### config.mk
export PLATFORM = sky130hd
export DESIGN_NAME = fracn_seq
export DESIGN_NICKNAME = d
export VERILOG_FILES = /design/src/rtl/fracn_pkg.sv /design/src/rtl/fracn_cfg.sv /design/src/rtl/fracn_mash.sv /design/src/rtl/fracn_cnt.sv /design/src/rtl/fracn_seq.sv
export SDC_FILE = /design/constraint.sdc
export NUM_CORES = 1
export LEC_CHECK = 0
export BUFFER_PORTS_ARGS = -buffer_cell sky130_fd_sc_hd__buf_2
export CORE_ASPECT_RATIO = 1.75
export CORE_MARGIN = 2
export CORE_UTILIZATION = 50
export DETAILED_ROUTE_END_ITERATION = 6
export PLACE_DENSITY = 0.67
export SYNTH_ARGS = -nofsm -noshare
export SYNTH_HDL_FRONTEND = slang
export SYNTH_HIERARCHICAL = 1
export SYNTH_SLANG_ARGS = --single-unit
### constraint.sdc
create_clock -name clk -period 18.6 [get_ports clk]
set_input_delay 2.79 -clock clk [delete_from_list [all_inputs] [get_ports clk]]
set_output_delay 2.79 -clock clk [all_outputs]
set_load 0.01 [all_outputs]
### src/rtl/fracn_pkg.sv
package fracn_pkg;
  localparam int INT_W   = 16;
  localparam int MOD_W   = 12;
  localparam int RATIO_W = INT_W + 1;
  localparam int CORR_W  = 4;
  localparam int STAGES  = 3;

  typedef struct packed {
    logic             pre8;
    logic [INT_W-1:0] ival;
    logic [MOD_W-1:0] frac;
    logic [MOD_W-1:0] modv;
  } fn_set_t;
endpackage

### src/rtl/fracn_cfg.sv
module fracn_cfg
  import fracn_pkg::*;
#(
  parameter int LO4     = 23,
  parameter int HI4     = 32767,
  parameter int LO8     = 75,
  parameter int HI8     = 65535,
  parameter int MODLO   = 2,
  parameter int MODHI   = 4095,
  parameter int RST_INT = 100,
  parameter int RST_MOD = 2
) (
  input  logic    clk,
  input  logic    rst_n,
  input  logic    ld,
  input  fn_set_t ld_set,
  input  logic    tc,
  output fn_set_t eff,
  output logic    apply,
  output logic    err,
  output logic [INT_W-1:0] act_ival
);
  localparam logic [INT_W-1:0] L4 = INT_W'(LO4);
  localparam logic [INT_W-1:0] H4 = INT_W'(HI4);
  localparam logic [INT_W-1:0] L8 = INT_W'(LO8);
  localparam logic [INT_W-1:0] H8 = INT_W'(HI8);
  localparam logic [MOD_W-1:0] ML = MOD_W'(MODLO);
  localparam logic [MOD_W-1:0] MH = MOD_W'(MODHI);

  fn_set_t act_q, pend_q;
  logic    pend_v;
  logic    int_ok, mod_ok, frac_ok, legal, take;

  always_comb begin
    int_ok  = ld_set.pre8 ? (ld_set.ival >= L8 && ld_set.ival <= H8)
                          : (ld_set.ival >= L4 && ld_set.ival <= H4);
    mod_ok  = (ld_set.modv >= ML) && (ld_set.modv <= MH);
    frac_ok = ld_set.frac < ld_set.modv;
    legal   = int_ok && mod_ok && frac_ok;
    take    = ld && legal;
  end

  // Shadow set goes live on the terminal count that follows its capture.
  assign apply    = tc && pend_v;
  assign eff      = apply ? pend_q : act_q;
  assign act_ival = act_q.ival;

  always_ff @(posedge clk) begin
    if (!rst_n) begin
      act_q      <= '0;
      act_q.ival <= INT_W'(RST_INT);
      act_q.modv <= MOD_W'(RST_MOD);
      pend_q     <= '0;
      pend_v     <= 1'b0;
      err        <= 1'b0;
    end else begin
      if (apply) act_q <= pend_q;
      if (take)  pend_q <= ld_set;
      pend_v <= take ? 1'b1 : (apply ? 1'b0 : pend_v);
      if (ld)    err <= !legal;
    end
  end
endmodule

### src/rtl/fracn_mash.sv
module fracn_mash
  import fracn_pkg::*;
(
  input  logic                     clk,
  input  logic                     rst_n,
  input  logic                     step,
  input  logic                     clr,
  input  logic                     hold,
  input  logic [MOD_W-1:0]         frac,
  input  logic [MOD_W-1:0]         modv,
  output logic signed [CORR_W-1:0] corr
);
  logic [MOD_W-1:0] acc_q  [STAGES];
  logic [MOD_W-1:0] base   [STAGES];
  logic [MOD_W-1:0] addend [STAGES];
  logic [MOD_W-1:0] acc_nx [STAGES];
  logic [MOD_W:0]   sum    [STAGES];
  logic [STAGES-1:0] cy;
  logic c2_d, c3_d, c3_dd;
  logic c2d_b, c3d_b, c3dd_b;
  logic [CORR_W-1:0] corr_raw;

  for (genvar g = 0; g < STAGES; g++) begin : g_stage
    assign base[g] = clr ? '0 : acc_q[g];
    if (g == 0) begin : g_first
      assign addend[g] = frac;
    end else begin : g_next
      assign addend[g] = acc_nx[g-1];
    end
    assign sum[g]    = {1'b0, base[g]} + {1'b0, addend[g]};
    assign cy[g]     = sum[g] >= {1'b0, modv};
    assign acc_nx[g] = cy[g] ? MOD_W'(sum[g] - {1'b0, modv}) : sum[g][MOD_W-1:0];
  end

  assign c2d_b  = clr ? 1'b0 : c2_d;
  assign c3d_b  = clr ? 1'b0 : c3_d;
  assign c3dd_b = clr ? 1'b0 : c3_dd;

  // c1 + (1-z)c2 + (1-z)^2 c3, modular in CORR_W bits
  assign corr_raw = CORR_W'(cy[0]) + CORR_W'(cy[1]) - CORR_W'(c2d_b)
                  + CORR_W'(cy[2]) - CORR_W'({c3d_b, 1'b0}) + CORR_W'(c3dd_b);
  assign corr = hold ? '0 : $signed(corr_raw);

  always_ff @(posedge clk) begin
    if (!rst_n || (step && hold)) begin
      for (int i = 0; i < STAGES; i++) acc_q[i] <= '0;
      c2_d  <= 1'b0;
      c3_d  <= 1'b0;
      c3_dd <= 1'b0;
    end else if (step) begin
      for (int i = 0; i < STAGES; i++) acc_q[i] <= acc_nx[i];
      c2_d  <= cy[1];
      c3_d  <= cy[2];
      c3_dd <= c3d_b;
    end
  end
endmodule

### src/rtl/fracn_cnt.sv
module fracn_cnt
  import fracn_pkg::*;
(
  input  logic               clk,
  input  logic               rst_n,
  input  logic [RATIO_W-1:0] nxt,
  output logic               tc,
  output logic [RATIO_W-1:0] cur
);
  logic [RATIO_W-1:0] cnt_q;

  assign tc = cnt_q == RATIO_W'(1);

  always_ff @(posedge clk) begin
    if (!rst_n) begin
      cnt_q <= RATIO_W'(1);
      cur   <= RATIO_W'(1);
    end else if (tc) begin
      cnt_q <= nxt;
      cur   <= nxt;
    end else begin
      cnt_q <= cnt_q - RATIO_W'(1);
    end
  end
endmodule

### src/rtl/fracn_seq.sv
module fracn_seq
  import fracn_pkg::*;
#(
  parameter int LO4     = 23,
  parameter int HI4     = 32767,
  parameter int LO8     = 75,
  parameter int HI8     = 65535,
  parameter int MODLO   = 2,
  parameter int MODHI   = 4095,
  parameter int RST_INT = 100,
  parameter int RST_MOD = 2
) (
  input  logic               clk,
  input  logic               rst_n,
  input  logic [INT_W-1:0]   set_int,
  input  logic [MOD_W-1:0]   set_frac,
  input  logic [MOD_W-1:0]   set_mod,
  input  logic               set_pre8,
  input  logic               set_load,
  input  logic               int_mode,
  output logic               div_pulse,
  output logic [RATIO_W-1:0] ratio,
  output logic               set_err
);
  fn_set_t ld_set, eff;
  logic    tc, apply;
  logic [INT_W-1:0] act_int;
  logic signed [CORR_W-1:0]  corr;
  logic signed [RATIO_W:0]   ratio_s;
  logic [RATIO_W-1:0]        ratio_nxt;

  assign ld_set = '{pre8: set_pre8, ival: set_int, frac: set_frac, modv: set_mod};

  fracn_cfg #(
    .LO4(LO4), .HI4(HI4), .LO8(LO8), .HI8(HI8),
    .MODLO(MODLO), .MODHI(MODHI), .RST_INT(RST_INT), .RST_MOD(RST_MOD)
  ) u_cfg (
    .clk(clk), .rst_n(rst_n), .ld(set_load), .ld_set(ld_set), .tc(tc),
    .eff(eff), .apply(apply), .err(set_err), .act_ival(act_int)
  );

  fracn_mash u_mash (
    .clk(clk), .rst_n(rst_n), .step(tc), .clr(apply), .hold(int_mode),
    .frac(eff.frac), .modv(eff.modv), .corr(corr)
  );

  assign ratio_s   = $signed({2'b00, eff.ival})
                   + $signed({{(RATIO_W + 1 - CORR_W){corr[CORR_W-1]}}, corr});
  assign ratio_nxt = ratio_s[RATIO_W-1:0];

  fracn_cnt u_cnt (
    .clk(clk), .rst_n(rst_n), .nxt(ratio_nxt), .tc(tc), .cur(ratio)
  );

  assign div_pulse = tc;
endmodule

==> summary.md, run 1 <==
| Metric | Value |
|---|---|
| Core Util, Final | `a little under three fifths` |
| Worst reg2reg setup slack | `between 1500 and 2000 ps` |
| Top Family by Delay on Critical Path | `compound AO/OA/AOI/OAI gates` |
| Clk buf depth | `2` |
| Post-Synthesis Cells | `~1300` |
| Worst endpoint required time | `about 19000 ps` |
| First-pass GRT wire length | `around 48000 um` |
| CP Data Arrival Time | `between 15000 and 20000 ps` |
| Net Count, Synth | `approximately 1500` |
| Commonest non-fill, non-tap cells in the layout | `nand2_1, dfxtp_1, ha_1` |
| Fillers | `~2100` |
| Vias in the first global route | `between 9000 and 10000` |
| Share of cells above drive strength 1 | `between 10% and 20%` |
| CP endpoint kind | `flop` |
| Port Buf Inserts | `63` |
| Antenna diodes | `0` |
| Least-Margin Pin Slew | `between 1000 and 1500 ps` |
| Vias per inst | `roughly 5.7` |
| Final Setup Violations | `0` |
| Final Hold Fails | `0` |
| Die Y | `~200 um` |
| Setup WS post-layout | `about 1500 ps` |
| Synth Area per Inst | `a little under 9 um2` |
| Final period utilization | `about nine tenths` |
| ANT nets after route | `0` |
| # DRC | `0` |
| Io pins | `between 60 and 70` |
| CTS tree | `built` |
| Post-CTS setup buffer count | `0` |
| Htree depth | `4` |
| Nets | `roughly 1500` |
| Total CTS buffers | `17` |
| Dpl hpwl | `about 24000 um` |
| Commonest non-fill, non-tap cell in the layout | `nand2_1` |
| CP max-delay cell | `nor3b_2` |
| CP Class | `flop to flop` |
| Routed wire length | `a little over 30000 um` |
| Syn. warnings | `6` |
| Max Cap Viol | `0` |
| WL per Instance | `around 18 um` |
| Slew margin rel. | `about a fifth` |
| Post-CTS sizing | `0` |
| Detailed Routing Iterations Pass 1 | `5` |
| CP most frequent cell | `ha_1` |
| Setup tns final | `0 ps` |
| Hold Path Class | `flop to flop` |
| CP Max Fanout | `41` |
| Initial DRC Count | `just over 600` |
| Grt ovf | `0` |
| Worst Skew | `approximately 12 ps` |
| Place WS | `~1700 ps` |
| Pin count of the biggest net entering global routing | `78` |
| Clock Pin Slew Worst Setup and Hold Paths | `about 70 ps` |
| Final min period | `17090 ps` |
| Final instance area | `between 10000 and 15000 um2` |
| Max incr delay on CP | `roughly 930 ps` |
| Initial Utilization | `50.7%` |
| GP Congestion | `between 0.9 and 1` |
| Status | `completed` |
| Bufs and invs on worst path | `6` |
| Mapped Area | `between 10000 and 15000 um2` |
| Detailed-route via count | `9434` |
| CTS Root Cell | `clkbuf_16` |
| Clock latency on the worst-skew pair | `between 400 and 500 ps` |
| Fin. max-slew vios | `0` |
| Clock Sinks | `between 150 and 200` |
| Dpl cell area | `11900 um2` |
| Antenna violations before repair | `0` |
| Core Area | `roughly 23000 um2` |
| Die Width | `about 120 um` |
| All-layer global routing usage | `25.8%` |
| # hold bufs at CTS | `0` |
| FMAX | `roughly 59 MHz` |
| Die Area | `about 24000 um2` |
| Critical path launch point type | `flop` |
| RSZ-0062 raised after global routing | `false` |
| # rows | `73` |
| Area Overhead vs Synth | `8.98%` |
registers in the layout, summed over array words and instances (netlist names):
register,count
u_mash/c3_d,1
u_cfg/pend_v,1
u_cfg/act_ival,16
u_mash/c2_d,1
u_mash/acc_q,36
u_mash/c3_dd,1
u_cnt/cnt_q,17
u_cfg/act_q,24
u_cfg/err,1
u_cnt/cur,17
u_cfg/pend_q,40
worst paths after layout:
check / from / end / cells after the start
max: u_cnt/cnt_q[0]$_SDFF_PN1_ / u_cnt/cnt_q[16]$_SDFF_PN0_ / 57
min: u_cnt/cur[10]$_SDFFE_PN0P_ / u_cnt/cur[10]$_SDFFE_PN0P_ / 2
max reg2reg: u_cnt/cnt_q[0]$_SDFF_PN1_ / u_cnt/cnt_q[16]$_SDFF_PN0_ / 57
min reg2reg: u_cnt/cur[10]$_SDFFE_PN0P_ / u_cnt/cur[10]$_SDFFE_PN0P_ / 2
worst min-delay path: cells and delay by family, from the launching register on:
| family | cells | cell delay (ps) |
|---|---|---|
| AO/OA/AOI/OAI | 1 | 50 |
| AND/OR/NAND/NOR | 1 | 50 |
| flip-flops | 1 | 300 |
area by class of cell:
| type | count | area [um2] | share of cell area, % |
|---|---|---|---|
| sequential | 155 | 3460 | 27.8 |
| timing repair buffer | 69 | 363 | 2.91 |
| clock buffer | 21 | 472 | 3.78 |
| inverter | 61 | 229 | 1.84 |
| multi-input combinational | 1031 | 7470 | 59.9 |
| tap | 300 | 375 | 3.01 |
| clock inverter | 11 | 93.8 | 0.753 |
routing by layer:
| layer | vias up | track usage [%] | routed length, um |
|---|---|---|---|
| li1 | 4686 | - | - |
| met4 | 0 | 17.0 | 1850 |
| met3 | 92 | 3.85 | 1000 |
| met1 | 4437 | 23.1 | 10500 |
| met2 | 219 | 51.9 | 17100 |
| met5 | - | 0 | 0 |
per-stage QoR:
step | instances | hold slack [ps]
4_1_cts | 1648 | 448
6_report | 1648 | 444
5_1_grt | 1648 | 472
3_3_place_gp | 1616 | 431
2_1_floorplan | 1297 | 417
3_5_place_dp | 1616 | 436
Power of run 1 is not shown: default switching activity piles up to over one toggle a cycle in this logic, so the estimate is an artifact.
==> run 2, diff against run 1 <==
--- a/config.mk
+++ b/config.mk
@@ -9,8 +9,11 @@
 export CORE_ASPECT_RATIO = 1.75
 export CORE_MARGIN = 2
 export CORE_UTILIZATION = 50
+export CTS_CLUSTER_DIAMETER = 50
 export DETAILED_ROUTE_END_ITERATION = 6
+export GPL_ROUTABILITY_DRIVEN = 0
 export PLACE_DENSITY = 0.67
+export REMOVE_ABC_BUFFERS = 1
 export SYNTH_ARGS = -nofsm -noshare
 export SYNTH_HDL_FRONTEND = slang
 export SYNTH_HIERARCHICAL = 1
==> run 2 against run 1 <==
Setup slack better by 860 ps. Count of clock-buffer cells in the layout is 2 higher. Global-route usage is 0.17 points lower. Largest cell class unchanged. Die area stayed put. Critical path type unchanged. Clock skew is 0.90 ps higher. First-iteration DRC count is 2.0% higher. Flip-flop and latch count stayed put. Via count is 0.19% higher. Critical path depth is 4 higher. Wire length is 0.86% lower. Sequential share of layout area is 0.056 points higher.
==> summary.md, run 2 (synthesized netlist as in run 1, its figures left out) <==
| Metric | Value |
|---|---|
| Io pins | `64 (unchanged)` |
| Post-CTS setup buffer count | `0 (unchanged)` |
| Max incr delay on CP | `930 ps (about the same)` |
| Max reg flops | `40 (unchanged)` |
| Nets | `1498 (+0.13%)` |
| Final Hold Fails | `0 (unchanged)` |
| Worst reg2reg startpoint | `u_cnt/cnt_q[0]$_SDFF_PN1_` |
| Biggest regs | `u_cfg/pend_q: 40 flops, u_mash/acc_q: 36 flops, u_cfg/act_q: 24 flops` |
| Start point of the critical path | `u_cnt/cnt_q[0]$_SDFF_PN1_` |
| CP endpoint kind | `flop` |
| Core Area | `22600 um2 (unchanged)` |
| Grt ovf | `0 (unchanged)` |
| Hold Path Class | `flop to flop` |
| Fin. max-slew vios | `0 (unchanged)` |
| Status | `completed` |
| ANT nets after route | `0 (unchanged)` |
| # hold bufs at CTS | `0 (unchanged)` |
| CTS Root Cell | `clkbuf_16` |
| Total CTS buffers | `17 (unchanged)` |
| Post-CTS sizing | `0 (unchanged)` |
| Hold Path Origin | `u_cnt/cur[14]$_SDFFE_PN0P_` |
| RSZ-0062 raised after global routing | `false` |
| Setup tns final | `0 ps (unchanged)` |
| Port Buf Inserts | `63 (unchanged)` |
| Worst Skew | `12.7 ps (+0.903 ps)` |
| Dpl cell area | `11900 um2 (+0.15%)` |
| CP Class | `flop to flop` |
| WL per Instance | `18.3 um (-0.98%)` |
| Worst endpoint required time | `18930 ps (about the same)` |
| Routed wire length | `30200 um (-0.86%)` |
| Clock Pin Slew Worst Setup and Hold Paths | `60 ps (about the same)` |
| Final min period | `16230 ps (-856 ps)` |
| Dpl cells | `1618 (+0.12%)` |
| Antenna violations before repair | `0 (unchanged)` |
| Critical path launch point type | `flop` |
| Die Area | `24200 um2 (unchanged)` |
| Clock Sinks | `155 (unchanged)` |
| # rows | `73 (unchanged)` |
| Vias in the first global route | `9717 (+1.4%)` |
| Antenna diodes | `0 (unchanged)` |
| Share of cells above drive strength 1 | `13.8% (-0.020 points)` |
| CP Max Fanout | `40 (-2.4%)` |
| Pin count of the biggest net entering global routing | `83 (+6.4%)` |
| Dpl hpwl | `23600 um (-0.61%)` |
| Least-Margin Pin Slew | `1180 ps (+3.81 ps)` |
| Max Cap Viol | `0 (unchanged)` |
| Detailed-route via count | `9452 (+0.19%)` |
| Die Y | `204 um (unchanged)` |
| Final instance area | `12400 um2 (-0.20%)` |
| Final Setup Violations | `0 (unchanged)` |
| CP Data Arrival Time | `16560 ps (-870 ps)` |
| Final period utilization | `87.3% (-4.6 points)` |
| Area Overhead vs Synth | `8.76%` |
| CTS tree | `built` |
| Commonest non-fill, non-tap cell in the layout | `nand2_1` |
| All-layer global routing usage | `25.6% (-0.17 points)` |
| First-pass GRT wire length | `48300 um (+0.42%)` |
| Fillers | `2136 (-0.33%)` |
| Clock latency on the worst-skew pair | `440 ps (about the same)` |
| Clk buf depth | `2 (unchanged)` |
| Slew margin rel. | `20.9% (-0.26 points)` |
| Vias per inst | `5.73 (about the same)` |
| CP max-delay cell | `nor3b_2` |
| # DRC | `0 (unchanged)` |
| Commonest non-fill, non-tap cells in the layout | `nand2_1, dfxtp_1, ha_1` |
| Most flop-heavy register | `u_cfg/pend_q` |
| Die Width | `118 um (unchanged)` |
| Initial Utilization | `50.7% (unchanged)` |
| FMAX | `61.6 MHz (+5.3%)` |
| CP most frequent cell | `ha_1` |
| Htree depth | `4 (unchanged)` |
| Final non-filler cell total | `1650 (+0.12%)` |
| Initial DRC Count | `618 (+2.0%)` |
| Detailed Routing Iterations Pass 1 | `5 (unchanged)` |
-- run 2: cell count changes in the layout (fill, tap and decap cells not counted), sizes merged --
cell      previous run  this run
inv                 69        64
clkinv               2         6
buf                 69        71
clkbuf              21        23
clkinvlp             1         0
-- run 2: worst paths after layout --
| path | cells after the start | slack (ps) | endpoint |
|---|---|---|---|
| setup / recovery | 61 | 2370 | u_cnt/cnt_q[16]$_SDFF_PN0_ |
| hold / removal | 2 | 450 | u_cnt/cur[14]$_SDFFE_PN0P_ |
| setup reg to reg | 61 | 2370 | u_cnt/cnt_q[16]$_SDFF_PN0_ |
| hold reg to reg | 2 | 450 | u_cnt/cur[14]$_SDFFE_PN0P_ |
-- run 2: layout make-up --
cell class / count / area (um2) / share of cell area, %
Inverter: 61 / 229 / 1.84
Tap cell: 300 / 375 / 3.02
Multi-Input combinational cell: 1031 / 7480 / 60.1
Timing Repair Buffer: 71 / 378 / 3.04
Sequential cell: 155 / 3460 / 27.8
Clock buffer: 23 / 458 / 3.68
Clock inverter: 9 / 65.1 / 0.523
-- run 2: routing by layer --
| metal | vias up | part of all wire (%) | track usage (%) |
|---|---|---|---|
| li1 | 4684 | - | - |
| met1 | 4485 | 36 | 24.1 |
| met2 | 197 | 55 | 50.5 |
| met3 | 86 | 2.4 | 3.88 |
| met4 | 0 | 5.9 | 16.1 |
| met5 | - | 0 | 0 |
-- run 2: stage by stage --
step,util (%),worst slack (ps),hold WS (ps)
after floorplan,-,3070,417
after global placement,52.8,3070,431
after detailed placement,52.8,2550,443
after CTS,55.2,2490,449
after global routing,55.2,1120,471
final,55.2,2370,447
-- run 2: critical path, delay by kind of cell, from the launching register on --
family                     cells  cell delay, ps
buffers and inverters          5             880
muxes                          2             520
and+or+nand+nor               13            3200
adders and majority gates     12            3700
DFF                            1             420
xor gates and xnor gates       2             350
AOI/OAI and AO/OA             27            6960
Power of run 2 is left out for the same reason.
==> run 3, diff against run 2 <==
--- a/config.mk
+++ b/config.mk
@@ -5,6 +5,7 @@
 export SDC_FILE = /design/constraint.sdc
 export NUM_CORES = 1
 export LEC_CHECK = 0
+export ABC_AREA = 1
 export BUFFER_PORTS_ARGS = -buffer_cell sky130_fd_sc_hd__buf_2
 export CORE_ASPECT_RATIO = 1.75
 export CORE_MARGIN = 2
==> run 3 against run 2 <==
Count of clock-buffer cells in the layout fell by 6. Utilization fell by 0.23 points. Non-clock buffer count fell by 1. Highest routed layer unchanged.
==> summary.md, run 3 <==
| Metric | Value |
|---|---|
| Status | `completed` |
| CP Data Arrival Time | `14080 ps (-2480 ps)` |
| Clk buf depth | `2 (unchanged)` |
| RR Endpoint | `u_cnt/cnt_q[13]$_SDFF_PN0_` |
| ANT nets after route | `0 (unchanged)` |
| Syn. warnings | `6 (unchanged)` |
| R2R cell count | `86 (+41%)` |
| Htree depth | `4 (unchanged)` |
| Share of cells above drive strength 1 | `10.0% (-3.7 points)` |
| Total CTS buffers | `17 (unchanged)` |
| Worst reg2reg startpoint | `u_cnt/cnt_q[7]$_SDFF_PN0_` |
| First-pass GRT wire length | `60800 um (+26%)` |
| CP max-delay cell | `buf_4` |
| Worst reg2reg setup slack | `4800 ps (+2440 ps)` |
| Routed wire length | `37500 um (+24%)` |
| Antenna diodes | `0 (unchanged)` |
| # DRC | `0 (unchanged)` |
| WL per Instance | `15.3 um (-16%)` |
| Initial DRC Count | `686 (+11%)` |
| Biggest regs | `u_cfg/pend_q: 40 flops, u_mash/acc_q: 36 flops, u_cfg/act_q: 24 flops` |
| CP endpoint kind | `flop` |
| Antenna violations before repair | `0 (unchanged)` |
| All-layer global routing usage | `28.0% (+2.4 points)` |
| Final non-filler cell total | `2450 (+48%)` |
| RSZ-0062 raised after global routing | `false` |
| Post-CTS setup buffer count | `0 (unchanged)` |
| Max Cap Viol | `0 (unchanged)` |
| Die Area | `27700 um2 (+15%)` |
| Final Setup Violations | `0 (unchanged)` |
| Final Hold Fails | `0 (unchanged)` |
| Max incr delay on CP | `550 ps (-380 ps)` |
| Max reg flops | `40 (unchanged)` |
| Worst endpoint required time | `18880 ps (-50 ps)` |
| Slew margin rel. | `34.2% (+13 points)` |
| CP Max Fanout | `65 (+63%)` |
| Commonest non-fill, non-tap cell in the layout | `nand2_1` |
| Critical path launch point type | `flop` |
| CTS Root Cell | `clkbuf_16` |
| Most flop-heavy register | `u_cfg/pend_q` |
| Setup tns final | `0 ps (unchanged)` |
| Area Overhead vs Synth | `8.00%` |
| CTS tree | `built` |
| Core Area | `25900 um2 (+15%)` |
| Worst Hold End | `u_cnt/cur[14]$_SDFFE_PN0P_` |
| Least-Margin Pin Slew | `987 ps (-195 ps)` |
| Port Buf Inserts | `63 (unchanged)` |
| Initial Utilization | `50.9% (+0.15 points)` |
| Detailed Routing Iterations Pass 1 | `5 (unchanged)` |
| Final period utilization | `74.2% (-13 points)` |
| Clock Sinks | `155 (unchanged)` |
| Die Y | `219 um (+7.1%)` |
| Post-Synthesis Cells | `2085 (+61%)` |
| Dpl hpwl | `29700 um (+26%)` |
| Worst Skew | `8.87 ps (-3.82 ps)` |
| Hold Path Depth | `2 (unchanged)` |
| Synth Area per Inst | `6.31 um2 (-28%)` |
| Post-CTS sizing | `0 (unchanged)` |
| CP Class | `flop to flop` |
| Pin count of the biggest net entering global routing | `66 (-20%)` |
| Detailed-route via count | `12700 (+34%)` |
| Die Width | `127 um (+7.0%)` |
| FMAX | `72.5 MHz (+18%)` |
| Final min period | `13800 ps (-2440 ps)` |
| # rows | `78 (+6.8%)` |
| Hold Path Class | `flop to flop` |
| Nets | `2278 (+52%)` |
| Commonest non-fill, non-tap cells in the layout | `nand2_1, inv_1, nor2_1` |
| CP most frequent cell | `nand2_1` |
| Fillers | `2624 (+23%)` |
| Mapped Area | `13200 um2 (+15%)` |
| Hold Path Origin | `u_cnt/cur[14]$_SDFFE_PN0P_` |
| Dpl cells | `2418 (+49%)` |
| Clock latency on the worst-skew pair | `450 ps (about the same)` |
| Vias in the first global route | `12800 (+31%)` |
| Io pins | `64 (unchanged)` |
| Grt ovf | `0 (unchanged)` |
| Vias per inst | `5.18 (-9.5%)` |
| # hold bufs at CTS | `0 (unchanged)` |
| Fin. max-slew vios | `0 (unchanged)` |
| Clock Pin Slew Worst Setup and Hold Paths | `70 ps (about the same)` |
[run 3: layer usage]
layer	share of wire, %	track usage [%]	wire length, um	vias to the layer above
met5	0	0	0	-
met4	8.7	22.0	3250	0
met2	54	54.2	20300	327
met1	34	25.3	12800	5762
met3	3.1	4.21	1170	163
li1	-	-	-	6446
[run 3: final cells by class]
class	count	area (um2)	area share, %
clock inverter	15	186	1.31
timing repair buffer	70	368	2.59
clock buffer	17	425	2.99
sequential	155	3460	24.4
tap	320	400	2.82
multi-input combinational	1413	7630	53.7
inverter	460	1730	12.2
[run 3: worst max path at each step]
stage	startpoint	to	slack, ps	depth (start not counted)
2_1_floorplan	u_cnt/cnt_q[1]$_SDFF_PN0_	u_cnt/cnt_q[16]$_SDFF_PN0_	6220	84
3_3_place_gp	u_cnt/cnt_q[7]$_SDFF_PN0_	u_cnt/cur[15]$_SDFFE_PN0P_	5180	86
3_5_place_dp	u_cnt/cnt_q[7]$_SDFF_PN0_	u_cnt/cur[15]$_SDFFE_PN0P_	4930	86
4_1_cts	u_cnt/cnt_q[7]$_SDFF_PN0_	u_cnt/cur[15]$_SDFFE_PN0P_	4880	86
5_1_grt	u_cnt/cnt_q[5]$_SDFF_PN0_	u_cnt/cnt_q[13]$_SDFF_PN0_	3440	87
6_report	u_cnt/cnt_q[7]$_SDFF_PN0_	u_cnt/cnt_q[13]$_SDFF_PN0_	4800	86
[run 3: critical path, delay by kind of cell, from the launching register on]
family	cells	cell delay, ps
xor gates and xnor gates	3	510
DFF	1	340
buffers and inverters	17	2420
and+or+nand+nor	49	5490
AOI/OAI and AO/OA	6	800
adders and majority gates	11	3940
[run 3: stage by stage]
stage | hold slack [ps] | util, % | setup slack (ps) | area (um2)
2_1_floorplan | 440 | - | 6220 | 12800
3_3_place_gp | 450 | 52.6 | 5180 | 13600
3_5_place_dp | 452 | 52.6 | 4930 | 13600
4_1_cts | 465 | 54.9 | 4880 | 14200
5_1_grt | 490 | 54.9 | 3440 | 14200
6_report | 463 | 54.9 | 4800 | 14200
Power of run 3 is left out for the same reason.
